File: config.mk
export PLATFORM = sky130hd
export DESIGN_NAME = topk_select_mem
export DESIGN_NICKNAME = d
export VERILOG_FILES = /design/src/rtl/topk_pkg.sv /design/src/rtl/topk_store.sv /design/src/rtl/topk_filter_bank.sv /design/src/rtl/topk_scanner.sv /design/src/rtl/topk_select_mem.sv
export SDC_FILE = /design/constraint.sdc
export NUM_CORES = 2
export LEC_CHECK = 0
export BUFFER_PORTS_ARGS = -buffer_cell sky130_fd_sc_hd__buf_4
export CORE_AREA = 2 2 290 292
export CTS_BUF_LIST = sky130_fd_sc_hd__clkbuf_4 sky130_fd_sc_hd__clkbuf_8 sky130_fd_sc_hd__clkbuf_16
export DETAILED_ROUTE_END_ITERATION = 12
export DIE_AREA = 0 0 292 294
export PLACE_DENSITY = 0.79
export SYNTH_ARGS = -nofsm -noshare
export SYNTH_HDL_FRONTEND = slang
export SYNTH_SLANG_ARGS = --single-unit
File: constraint.sdc
create_clock -name clk -period 5.1 [get_ports clk]
set_input_delay 1.02 -clock clk [delete_from_list [all_inputs] [get_ports clk]]
set_output_delay 1.02 -clock clk [all_outputs]
set_load 0.05 [all_outputs]
File: src/rtl/topk_pkg.sv
// Shared types for the streaming top-K selection memory.
package topk_pkg;

    // Ranking direction: which end of the value range is kept.
    typedef enum logic {
        RANK_HIGH = 1'b0,
        RANK_LOW  = 1'b1
    } rank_dir_e;

endpackage

File: src/rtl/topk_store.sv
// Entry storage for all lists: one write port, one combinational scan read
// port for the scanner, and one registered read port (one-cycle latency)
// for the reduction stage. Assumes writers never collide (the top arbitrates).
module topk_store #(
    parameter int DATA_W = 16,
    parameter int IDX_W  = 12,
    parameter int DEPTH  = 32,
    localparam int ADDR_W = $clog2(DEPTH)
) (
    input  logic              clk,
    input  logic              rst_n,
    input  logic              wr_en,
    input  logic [ADDR_W-1:0] wr_addr,
    input  logic [DATA_W-1:0] wr_val,
    input  logic [IDX_W-1:0]  wr_idx,
    input  logic [ADDR_W-1:0] scan_addr,
    output logic [DATA_W-1:0] scan_val,
    output logic [IDX_W-1:0]  scan_idx,
    input  logic              rd_en,
    input  logic [ADDR_W-1:0] rd_addr,
    output logic              rd_valid,
    output logic [DATA_W-1:0] rd_val,
    output logic [IDX_W-1:0]  rd_idx
);

    logic [DATA_W-1:0] val_mem [DEPTH];
    logic [IDX_W-1:0]  idx_mem [DEPTH];

    // Write port: one entry per cycle.
    always_ff @(posedge clk) begin
        if (wr_en) begin
            val_mem[wr_addr] <= wr_val;
            idx_mem[wr_addr] <= wr_idx;
        end
    end

    // Scan port: combinational read for the scanner.
    always_comb begin
        scan_val = val_mem[scan_addr];
        scan_idx = idx_mem[scan_addr];
    end

    // Unload port valid flag.
    always_ff @(posedge clk) begin
        if (!rst_n) rd_valid <= 1'b0;
        else        rd_valid <= rd_en;
    end

    // Unload port data register.
    always_ff @(posedge clk) begin
        if (rd_en) begin
            rd_val <= val_mem[rd_addr];
            rd_idx <= idx_mem[rd_addr];
        end
    end

endmodule

File: src/rtl/topk_filter_bank.sv
// Per-list threshold filter: holds the worst kept value of each list and its
// slot, and decides whether an incoming value is strictly better than it.
// Assumes init_load is held for the whole initialisation walk.
module topk_filter_bank
    import topk_pkg::*;
#(
    parameter int DATA_W = 16,
    parameter int NQ     = 4,
    parameter int K      = 8,
    localparam int LIST_W = $clog2(NQ),
    localparam int SLOT_W = $clog2(K)
) (
    input  logic                 clk,
    input  logic                 rst_n,
    input  logic                 init_load,
    input  logic [DATA_W-1:0]    sentinel,
    input  logic                 upd_en,
    input  logic [LIST_W-1:0]    upd_list,
    input  logic [DATA_W-1:0]    upd_val,
    input  logic [SLOT_W-1:0]    upd_slot,
    input  rank_dir_e            dir,
    input  logic [LIST_W-1:0]    q_list,
    input  logic [DATA_W-1:0]    q_val,
    output logic                 q_pass,
    output logic [SLOT_W-1:0]    q_slot,
    output logic [NQ*DATA_W-1:0] thr_flat
);

    logic [NQ*SLOT_W-1:0] slot_flat;
    logic [DATA_W-1:0]    thr_sel;

    for (genvar g = 0; g < NQ; g++) begin : g_list
        logic [DATA_W-1:0] val_q;
        logic [SLOT_W-1:0] slot_q;

        // Threshold register of one list: initialise, or take the scanner result.
        always_ff @(posedge clk) begin
            if (!rst_n) begin
                val_q  <= {1'b1, {(DATA_W-1){1'b0}}};
                slot_q <= '0;
            end else if (init_load) begin
                val_q  <= sentinel;
                slot_q <= '0;
            end else if (upd_en && upd_list == LIST_W'(g)) begin
                val_q  <= upd_val;
                slot_q <= upd_slot;
            end
        end

        assign thr_flat[g*DATA_W +: DATA_W]  = val_q;
        assign slot_flat[g*SLOT_W +: SLOT_W] = slot_q;
    end

    // Strict comparison against the selected list's threshold; ties fail.
    always_comb begin
        thr_sel = thr_flat[q_list*DATA_W +: DATA_W];
        q_slot  = slot_flat[q_list*SLOT_W +: SLOT_W];
        if (dir == RANK_HIGH) q_pass = $signed(q_val) > $signed(thr_sel);
        else                  q_pass = $signed(q_val) < $signed(thr_sel);
    end

endmodule

File: src/rtl/topk_scanner.sv
// Walks the K slots of one list, one per cycle, and finds the worst entry:
// worst value first, then later arrival (higher index), then lowest slot.
// Reports the result on the last scan cycle. Assumes start is never raised
// while busy; abort has priority over everything.
module topk_scanner
    import topk_pkg::*;
#(
    parameter int DATA_W = 16,
    parameter int IDX_W  = 12,
    parameter int K      = 8,
    parameter int NQ     = 4,
    localparam int LIST_W = $clog2(NQ),
    localparam int SLOT_W = $clog2(K),
    localparam int ADDR_W = LIST_W + SLOT_W
) (
    input  logic              clk,
    input  logic              rst_n,
    input  logic              abort,
    input  logic              start,
    input  logic [LIST_W-1:0] start_list,
    input  rank_dir_e         dir,
    output logic [ADDR_W-1:0] scan_addr,
    input  logic [DATA_W-1:0] scan_val,
    input  logic [IDX_W-1:0]  scan_idx,
    output logic              busy,
    output logic              upd_en,
    output logic [LIST_W-1:0] upd_list,
    output logic [DATA_W-1:0] upd_val,
    output logic [SLOT_W-1:0] upd_slot
);

    logic [SLOT_W-1:0] ptr_q;
    logic [LIST_W-1:0] list_q;
    logic [DATA_W-1:0] best_val_q;
    logic [IDX_W-1:0]  best_idx_q;
    logic [SLOT_W-1:0] best_slot_q;
    logic              entry_worse;
    logic              take;
    logic              last;
    logic [DATA_W-1:0] cand_val;
    logic [IDX_W-1:0]  cand_idx;
    logic [SLOT_W-1:0] cand_slot;

    // Compare the slot under the pointer with the worst entry found so far.
    always_comb begin
        if (dir == RANK_HIGH)
            entry_worse = ($signed(scan_val) < $signed(best_val_q)) ||
                          (scan_val == best_val_q && scan_idx > best_idx_q);
        else
            entry_worse = ($signed(scan_val) > $signed(best_val_q)) ||
                          (scan_val == best_val_q && scan_idx > best_idx_q);
        take      = (ptr_q == '0) || entry_worse;
        cand_val  = take ? scan_val : best_val_q;
        cand_idx  = take ? scan_idx : best_idx_q;
        cand_slot = take ? ptr_q    : best_slot_q;
        last      = (ptr_q == SLOT_W'(K-1));
    end

    assign scan_addr = {list_q, ptr_q};
    assign upd_en    = busy && last;
    assign upd_list  = list_q;
    assign upd_val   = cand_val;
    assign upd_slot  = cand_slot;

    // Scan sequencing and running worst-entry registers.
    always_ff @(posedge clk) begin
        if (!rst_n) begin
            busy        <= 1'b0;
            ptr_q       <= '0;
            list_q      <= '0;
            best_val_q  <= '0;
            best_idx_q  <= '0;
            best_slot_q <= '0;
        end else if (abort) begin
            busy  <= 1'b0;
            ptr_q <= '0;
        end else if (start) begin
            busy   <= 1'b1;
            ptr_q  <= '0;
            list_q <= start_list;
        end else if (busy) begin
            best_val_q  <= cand_val;
            best_idx_q  <= cand_idx;
            best_slot_q <= cand_slot;
            ptr_q       <= ptr_q + SLOT_W'(1);
            if (last) busy <= 1'b0;
        end
    end

endmodule

File: src/rtl/topk_select_mem.sv
// Streaming top-K selection memory. Scores pass a per-list threshold filter;
// a winner overwrites the threshold slot one cycle after acceptance, then a
// K-cycle scan reloads the threshold while in_stall holds the producer.
// Assumes K and NQ are powers of two, both at least 2.
module topk_select_mem
    import topk_pkg::*;
#(
    parameter int DATA_W = 16,
    parameter int IDX_W  = 12,
    parameter int K      = 8,
    parameter int NQ     = 4,
    localparam int LIST_W = $clog2(NQ),
    localparam int SLOT_W = $clog2(K)
) (
    input  logic              clk,
    input  logic              rst_n,
    input  logic              batch_start,
    input  logic              cfg_multi,
    input  logic              cfg_low,
    input  logic              in_valid,
    input  logic [DATA_W-1:0] in_val,
    input  logic [LIST_W-1:0] in_list,
    output logic              in_stall,
    input  logic              rd_en,
    input  logic [LIST_W-1:0] rd_list,
    input  logic [SLOT_W-1:0] rd_slot,
    output logic              rd_valid,
    output logic [DATA_W-1:0] rd_val,
    output logic [IDX_W-1:0]  rd_idx
);

    localparam int ADDR_W = LIST_W + SLOT_W;
    localparam int DEPTH  = NQ * K;

    logic                 multi_q;
    rank_dir_e            dir_q;
    logic [DATA_W-1:0]    sentinel;
    logic                 init_busy;
    logic [ADDR_W-1:0]    init_ptr;
    logic [LIST_W-1:0]    eff_list;
    logic                 accept;
    logic                 f_pass;
    logic [SLOT_W-1:0]    f_slot;
    logic [NQ*DATA_W-1:0] thr_flat;
    logic [NQ*IDX_W-1:0]  cnt_flat;
    logic [IDX_W-1:0]     cur_idx;
    logic                 stg_pass;
    logic [LIST_W-1:0]    stg_list;
    logic [SLOT_W-1:0]    stg_slot;
    logic [DATA_W-1:0]    stg_val;
    logic [IDX_W-1:0]     stg_idx;
    logic                 wr_en;
    logic [ADDR_W-1:0]    wr_addr;
    logic [DATA_W-1:0]    wr_val;
    logic [IDX_W-1:0]     wr_idx;
    logic [ADDR_W-1:0]    scan_addr;
    logic [DATA_W-1:0]    scan_val;
    logic [IDX_W-1:0]     scan_idx;
    logic                 scan_busy;
    logic                 upd_en;
    logic [LIST_W-1:0]    upd_list;
    logic [DATA_W-1:0]    upd_val;
    logic [SLOT_W-1:0]    upd_slot;

    // Configuration capture at batch start only.
    always_ff @(posedge clk) begin
        if (!rst_n) begin
            multi_q <= 1'b0;
            dir_q   <= RANK_HIGH;
        end else if (batch_start) begin
            multi_q <= cfg_multi;
            dir_q   <= cfg_low ? RANK_LOW : RANK_HIGH;
        end
    end

    assign sentinel = (dir_q == RANK_LOW) ? {1'b0, {(DATA_W-1){1'b1}}}
                                          : {1'b1, {(DATA_W-1){1'b0}}};

    // Initialisation walk over every slot of every list.
    always_ff @(posedge clk) begin
        if (!rst_n) begin
            init_busy <= 1'b1;
            init_ptr  <= '0;
        end else if (batch_start) begin
            init_busy <= 1'b1;
            init_ptr  <= '0;
        end else if (init_busy) begin
            init_ptr <= init_ptr + ADDR_W'(1);
            if (init_ptr == ADDR_W'(DEPTH-1)) init_busy <= 1'b0;
        end
    end

    assign in_stall = init_busy | stg_pass | scan_busy;
    assign eff_list = multi_q ? in_list : '0;
    assign accept   = in_valid && !in_stall && !batch_start;

    // Per-list arrival counters that generate the document indexes.
    for (genvar g = 0; g < NQ; g++) begin : g_cnt
        logic [IDX_W-1:0] cnt_q;

        // Count accepted scores of this list; cleared at reset and batch start.
        always_ff @(posedge clk) begin
            if (!rst_n || batch_start)                    cnt_q <= '0;
            else if (accept && eff_list == LIST_W'(g))    cnt_q <= cnt_q + IDX_W'(1);
        end

        assign cnt_flat[g*IDX_W +: IDX_W] = cnt_q;
    end

    assign cur_idx = cnt_flat[eff_list*IDX_W +: IDX_W];

    topk_filter_bank #(
        .DATA_W (DATA_W),
        .NQ     (NQ),
        .K      (K)
    ) u_filter (
        .clk       (clk),
        .rst_n     (rst_n),
        .init_load (init_busy),
        .sentinel  (sentinel),
        .upd_en    (upd_en),
        .upd_list  (upd_list),
        .upd_val   (upd_val),
        .upd_slot  (upd_slot),
        .dir       (dir_q),
        .q_list    (eff_list),
        .q_val     (in_val),
        .q_pass    (f_pass),
        .q_slot    (f_slot),
        .thr_flat  (thr_flat)
    );

    // Insert stage: holds a winning score for the write cycle.
    always_ff @(posedge clk) begin
        if (!rst_n || batch_start) begin
            stg_pass <= 1'b0;
            stg_list <= '0;
            stg_slot <= '0;
            stg_val  <= '0;
            stg_idx  <= '0;
        end else begin
            stg_pass <= accept && f_pass;
            if (accept) begin
                stg_list <= eff_list;
                stg_slot <= f_slot;
                stg_val  <= in_val;
                stg_idx  <= cur_idx;
            end
        end
    end

    // Store write arbitration: the initialisation walk has priority.
    always_comb begin
        wr_en   = init_busy | stg_pass;
        wr_addr = init_busy ? init_ptr : {stg_list, stg_slot};
        wr_val  = init_busy ? sentinel : stg_val;
        wr_idx  = init_busy ? '0       : stg_idx;
    end

    topk_store #(
        .DATA_W (DATA_W),
        .IDX_W  (IDX_W),
        .DEPTH  (DEPTH)
    ) u_store (
        .clk       (clk),
        .rst_n     (rst_n),
        .wr_en     (wr_en),
        .wr_addr   (wr_addr),
        .wr_val    (wr_val),
        .wr_idx    (wr_idx),
        .scan_addr (scan_addr),
        .scan_val  (scan_val),
        .scan_idx  (scan_idx),
        .rd_en     (rd_en),
        .rd_addr   ({rd_list, rd_slot}),
        .rd_valid  (rd_valid),
        .rd_val    (rd_val),
        .rd_idx    (rd_idx)
    );

    topk_scanner #(
        .DATA_W (DATA_W),
        .IDX_W  (IDX_W),
        .K      (K),
        .NQ     (NQ)
    ) u_scan (
        .clk        (clk),
        .rst_n      (rst_n),
        .abort      (batch_start),
        .start      (stg_pass),
        .start_list (stg_list),
        .dir        (dir_q),
        .scan_addr  (scan_addr),
        .scan_val   (scan_val),
        .scan_idx   (scan_idx),
        .busy       (scan_busy),
        .upd_en     (upd_en),
        .upd_list   (upd_list),
        .upd_val    (upd_val),
        .upd_slot   (upd_slot)
    );

endmodule

# Yosys cells after proc, flatten, opt, wreduce, memory -nomap -nowiden
# Memories as Yosys holds them, arrays and structs flattened. A register that Yosys moved wholly into a read port is not among the register bits.
# Cells that the tools add are included.
[totals]
reg_bits = 204
ramBits = 896
inputBits = 30
out_inout_bits = 30
word_cells = 118
mem_count = 2
[mem_list]
columns = ["memory", "words", "word_bits", "rd", "rd_clocked_by_memory_dff", "write_ports", "line", "source"]
rows = [
  ["u_store.val_mem", 32, 16, 2, 1, 1, "topk_store.sv:26", "logic [DATA_W-1:0] val_mem [DEPTH];"],
  ["u_store.idx_mem", 32, 12, 2, 1, 1, "topk_store.sv:27", "logic [IDX_W-1:0] idx_mem [DEPTH];"],
]
[classes]
n_addsub = 6
n_mul = 2
order_cmp = 5
n_eq_ne = 9
shifts = 3
n_mux = 25
n_bitwise = 5
reduce_logical = 33
[op_table]
columns = ["operator", "n"]
rows = [
  ["$mux 16", 11],
  ["$shiftx 64x7->16", 1],
  ["$add 12x1->12 const B", 4],
  ["$shiftx 48x7->12", 1],
  ["$gt 16x16->1", 2],
  ["$lt 16x16->1", 2],
  ["$eq 16x16->1", 1],
  ["$logic_and 1x1->1", 13],
  ["$gt 12x12->1", 1],
  ["$mux 12", 1],
  ["$shiftx 12x5->3", 1],
  ["$mux 1", 10],
  ["$eq 2x2->1 const B", 4],
  ["$mul 2x2->4 const B", 2],
  ["$reduce_bool 2->1", 4],
  ["$add 5x1->5 const B", 1],
  ["$eq 5x5->1 const B", 1],
  ["$mux 5", 1],
  ["$eq 2x1->1 const B", 2],
  ["$logic_not 2->1", 2],
  ["$logic_or 1x1->1", 4],
  ["$reduce_and 4->1", 1],
  ["$reduce_or 2->1", 2],
  ["$add 3x1->3 const B", 1],
  ["other kinds (10)", 15],
]

# Depth between registers and ports, before layout
# An unclocked memory read counts as a cell.
[depth]
ltp_word = 9
mapped_depth = 19

# Cells and area by module
# Synthesis repeated with hierarchy kept, for this count alone.
[unflattened]
cells_unflattened = 4221
area_unflattened_um2 = 54439.7
[by_module_without_submodules]
columns = ["mod", "n_inst", "cells_per_inst", "area_per_inst_um2"]
rows = [
  ["topk_store", 1, 3000, 43528.0],
  ["topk_select_mem", 1, 551, 4496.8],
  ["topk_filter_bank", 1, 362, 3788.6],
  ["topk_scanner", 1, 308, 2626.3],
]

# Worst setup path after synthesis
# Ideal clock, no wire load.
[synth_timing]
kind = "flip-flop to flip-flop"
start = "reg u_scan.ptr_q[0]"
end = "reg u_filter.g_list[3].val_q[10]"
t_arrival_ps = 4334
required_ps = 5039
slack_ps = 704
path_stages_with_launch = 19
n_path_buf = 5
period_less_slack_ps = 4396
cell_sequence = "dfxtp_1 -> buf_2 -> buf_4 -> buf_6 -> buf_2 -> mux4_2 -> mux2i_1 -> o22ai_1 -> or2_2 -> ha_1 -> a211oi_1 -> o21ai_1 -> o211a_2 -> a2111oi_2 -> o2bb2ai_2 -> nor2_4 -> buf_6 -> mux2i_1 -> a32o_1"
[synth_via]
elab_chain_cells = 9
[synth_rtl]
columns = ["element", "line", "source"]
rows = [
  ["from (decl)", "topk_scanner.sv:32", "logic [SLOT_W-1:0] ptr_q;"],
  ["from (signal assigned)", "topk_scanner.sv:85", "ptr_q <= ptr_q + SLOT_W'(1);"],
  ["$mem_v2 32x12 *", "n/a", ""],
  ["via scan_idx[5]", "topk_select_mem.sv:58", "logic [IDX_W-1:0] scan_idx;"],
  ["$gt 12x12->1 *", "topk_scanner.sv:48, topk_scanner.sv:51", ""],
  ["$logic_and 1x1->1 *", "topk_scanner.sv:48, topk_scanner.sv:51", ""],
  ["$logic_or 1x1->1 (on tied branches)", "topk_scanner.sv:47, topk_scanner.sv:50", ""],
  ["$mux 1 *", "topk_scanner.sv:46", "if (dir == RANK_HIGH)"],
  ["$logic_or 1x1->1 *", "topk_scanner.sv:52", "take = (ptr_q == '0) || entry_worse;"],
  ["$mux 16 *", "topk_scanner.sv:53", "cand_val = take ? scan_val : best_val_q;"],
  ["$mux 16 *", "topk_filter_bank.sv:44", "end else if (upd_en && upd_list == LIST_W'(g)) begin"],
  ["$mux 16 *", "topk_filter_bank.sv:41", "end else if (init_load) begin"],
  ["to (signal assigned)", "topk_filter_bank.sv:39", "val_q <= {1'b1, {(DATA_W-1){1'b0}}};"],
  ["to (signal assigned)", "topk_filter_bank.sv:42", "val_q <= sentinel;"],
  ["to (signal assigned)", "topk_filter_bank.sv:45", "val_q <= upd_val;"],
  ["to (decl)", "topk_filter_bank.sv:33", "logic [DATA_W-1:0] val_q;"],
]
# Mark *: on every way through the listed nets, which the timed path passes. The rest lies on a longest branch. The select of a mux whose other input is x is not followed.
# A chain may end at the register's enable or synchronous reset.

# Final worst setup path
[layout_timing]
start = "reg u_scan.ptr_q[0]"
end = "reg u_filter.g_list[3].slot_q[0]"
[layout_via]
elab_chain_cells = 7
[layout_rtl]
columns = ["element", "line", "source"]
rows = [
  ["$mem_v2 32x12 or $mem_v2 32x16 (tied branches)", "n/a", ""],
  ["$gt 12x12->1 or $eq 16x16->1 (tied branches)", "topk_scanner.sv:48, topk_scanner.sv:51", ""],
  ["$logic_and 1x1->1", "topk_scanner.sv:48, topk_scanner.sv:51", ""],
  ["$logic_or 1x1->1 (on tied branches)", "topk_scanner.sv:47, topk_scanner.sv:50", ""],
  ["$mux 1", "topk_scanner.sv:46", ""],
  ["$logic_or 1x1->1", "topk_scanner.sv:52", ""],
  ["$mux 3", "topk_scanner.sv:55", "cand_slot = take ? ptr_q : best_slot_q;"],
  ["to (signal assigned)", "topk_filter_bank.sv:46", "slot_q <= upd_slot;"],
  ["to (decl)", "topk_filter_bank.sv:34", "logic [SLOT_W-1:0] slot_q;"],
]
# Several ways; a longest one is shown, not always the timed one.

==> results_dict.tcl <==
set metrics [dict create \
    rows 106 \
    cp_slowest_cell "mux4_2" \
    die_w_um 292 \
    path_buf_inv 1 \
    fmax_mhz 201 \
    wl_per_cell_um 34.5 \
    wl_met2_um 70500 \
    cts_tree "yes" \
    ir_drop_mv 0.363 \
    tightest_slew_ns 1.30 \
    dr.first_iter.drc_count 5378 \
    cts-root-buf "clkbuf_16" \
    drc 0 \
    intPower_uw 15200 \
    clockBufferDepth 3 \
    seqPwrFrac_pct 51.5 \
    num_vias 32046 \
    dp_hpwl_um 85900 \
    path_cells "buf_12 > mux4_2 > a22o_1 > a221oi_1 > nand3_1 > ha_1 > o21ai_0 > nor2_1 > o22ai_1 > a31oi_2 > mux2_2 > nor3_2 > mux2i_2 > a211oi_1" \
    p_per_area_nw_per_um2 336 \
    chipHeight_um 294 \
    cap_violations 0 \
    finClkSkew_ns 0.0233 \
    wl_met1_um 49400 \
    synthArstFlopShare_pct 0 \
    grt-ovfl-total 0 \
    grt_pass1_vias 32163 \
    ys_warn_count 0 \
    cp_top_family "multiplexers" \
    slowest_delay_ns 0.59 \
    met3_length_um 20200 \
    slew_violations 0 \
    area_delta_synth_final_pct 11.9 \
    path_class "reg2reg" \
    synth_flop_cell "edfxtp_1" \
    max_slew_margin_pct 12.6 \
    core_sq_um 82900 \
    cp-end-kind "flop" \
    power_frac_comb_pct 5.4 \
    synth_cells 2989 \
    antenna_found_initial 0 \
    cts_buffers 110 \
    worstPathArrival_ns 5.50 \
    fin_setup_tns_ns 0 \
    p_clk_share_pct 43.1 \
    final_nets 3148 \
    rsz0062_at_grt "yes" \
    cts_hold_buf 0 \
    setup_viol 0 \
    hold_path.class "reg2reg" \
    insertion_delay_ns 0.69 \
    routed.top_layer "met4" \
    firstDrtPassIters 6 \
    cts_setup_buffers 0 \
    floorplan.initialDensity_pct 62.4 \
    finalHoldViolCount 0 \
    synth-seq-area-share_pct 61.5 \
    ios 60 \
    final.fill_count 4857 \
    syn_nets 3072 \
    synth.distinct_cells 66 \
    io_buffers 59 \
    switchingPower_uw 4280 \
    grt_use_total_pct 34.3 \
    swShare_pct 22.0 \
    final_area_sq_um 57900 \
    antenna_left 0 \
    crit_path_start_kind "flop" \
    wl_um 146000 \
    synth-edff-count 924 \
    path_max_fanout 33 \
    n_antenna_cell 0 \
    grt_pass1_wl_um 213000 \
    grt_max_degree 84 \
    gp_congestion 0.871 \
    syn_avg_cell_area_sq_um 17.3 \
    layout_common_cells "edfxtp_1 (924), mux4_2 (504), dfxtp_1 (201), buf_4 (157), nand2_1 (123)" \
    fin_crit_ns 4.98 \
    outcome "finished, final reports clean" \
    h-tree-depth 3 \
    postPlaceCellArea_sq_um 54100 \
    worstPathRequired_ns 5.62 \
    clk_pin_slew_ns 0.07 \
    cellLeakagePower_uw 0.0182 \
    via_per_inst 7.56 \
    finalCritPeriodShare_pct 97.7 \
    layout_commonest_cell "edfxtp_1" \
    netlist_area_sq_um 51800 \
    hold_ws_ns 0.457 \
    drive_gt1_share_pct 32.4 \
    ys_ff_latch 1128 \
    numClockSinks 1128 \
    die_area_sq_um 85800 \
]
[cells by family after synthesis]
kind of cell,synth area share [%]
AOI/OAI and AO/OA,5.75
xor gates and xnor gates,0.592
adders and majority gates,1.28
buffers and inverters,2.24
DFF,61.5
muxes,24.2
and+or+nand+nor,4.40
[cells in the mapped netlist, drive strengths merged (4+ instances only)]
cell / count / area share (%)
ha: 53 / 1.3
mux2i: 82 / 1.6
xnor2: 7 / 0.12
a221oi: 40 / 0.74
a32o: 61 / 1.2
or3: 13 / 0.16
or2: 14 / 0.17
o221ai: 5 / 0.085
a211oi: 16 / 0.23
mux2: 32 / 0.70
inv: 55 / 0.40
dfxtp: 204 / 7.9
o211ai: 5 / 0.073
a21oi: 54 / 0.52
and3: 17 / 0.21
buf: 84 / 0.89
edfxtp: 924 / 54
nand2: 123 / 0.89
o21bai: 4 / 0.058
mux4: 504 / 22
a22oi: 35 / 0.51
nand4: 24 / 0.29
nor2: 150 / 1.1
nand2b: 22 / 0.27
nor3b: 6 / 0.087
clkbuf: 131 / 0.95
nand3: 55 / 0.53
a22o: 39 / 0.66
o31ai: 5 / 0.099
xor2: 28 / 0.47
and2: 7 / 0.085
nor2b: 20 / 0.24
o21ai: 88 / 0.85
nor3: 24 / 0.25
a21o: 4 / 0.058
o22ai: 28 / 0.35
[registers in the layout (all words and copies together), names as in the netlist, 3 cells and up]
| register | flops |
|---|---|
| u_store.val_mem | 512 |
| u_store.idx_mem | 384 |
| u_filter.g_list.val_q | 64 |
| g_cnt.cnt_q | 48 |
| stg_val | 16 |
| u_scan.best_val_q | 16 |
| u_store.rd_val | 16 |
| stg_idx | 12 |
| u_filter.g_list.slot_q | 12 |
| u_scan.best_idx_q | 12 |
| u_store.rd_idx | 12 |
| init_ptr | 5 |
| stg_slot | 3 |
| u_scan.best_slot_q | 3 |
| u_scan.ptr_q | 3 |
[final timing paths]
path,start,end,slack [ns],cells past startpoint
worst min-delay path,stg_idx[7],stg_idx[7],0.46,2
worst max-delay path,u_scan.ptr_q[0],u_filter.g_list[3].slot_q[0],0.12,14
worst min register to register,stg_idx[7],stg_idx[7],0.46,2
worst max register to register,u_scan.ptr_q[0],u_filter.g_list[3].slot_q[0],0.12,14
[power groups by stage]
stage	Clock, uW	Sequential (uW)	Combinational [uW]
after global routing	8740	10000	1110
after CTS	8410	10000	1040
after detailed placement	0	10200	1030
final	8390	10000	1060
after global placement	0	10200	1000
after floorplan	0	10300	628
[worst register-to-register path, delay by kind of cell, from the launching register on]
kind                       cells  cell delay, ns
muxes                          3            1.44
AOI/OAI and AO/OA              6            1.36
and+or+nand+nor                3            0.96
DFF                            1            0.41
adders and majority gates      1            0.36
buffers and inverters          1            0.27
[per-stage QoR]
stage / instances / util [%] / total power [uW] / setup WS [ns]
floorplan: 2989 / - / 10900 / 0.704
global route: 4241 / 69.9 / 19900 / -0.102
finish: 4241 / 69.9 / 19500 / 0.118
CTS: 4241 / 69.8 / 19500 / 0.110
global placement: 4033 / 65.3 / 11200 / 0.187
detailed placement: 4033 / 65.3 / 11300 / 0.157
[final cells by class]
class | instances | area, sq um | area share, %
Inverter | 55 | 206 | 0.356
Tap cell | 1080 | 1350 | 2.33
Clock inverter | 62 | 634 | 1.10
Clock buffer | 146 | 3090 | 5.34
Sequential cell | 1128 | 31800 | 55.0
Multi-Input combinational cell | 1591 | 19200 | 33.1
Timing Repair Buffer | 179 | 1600 | 2.76
[repair_timing]
action / CTS / global route
endpoints found under the hold margin: 0 / 0
setup endpoints to repair: 0 / 103
gates resized for setup: 0 / 21
[routing by layer]
layer  GRT usage, %  up-vias
met1           45.5    16399
met4           13.3        0
met2           55.1     2599
met3           9.27      455
li1               -    12593
met5              0        -
Power figures use the tool's default switching activity.
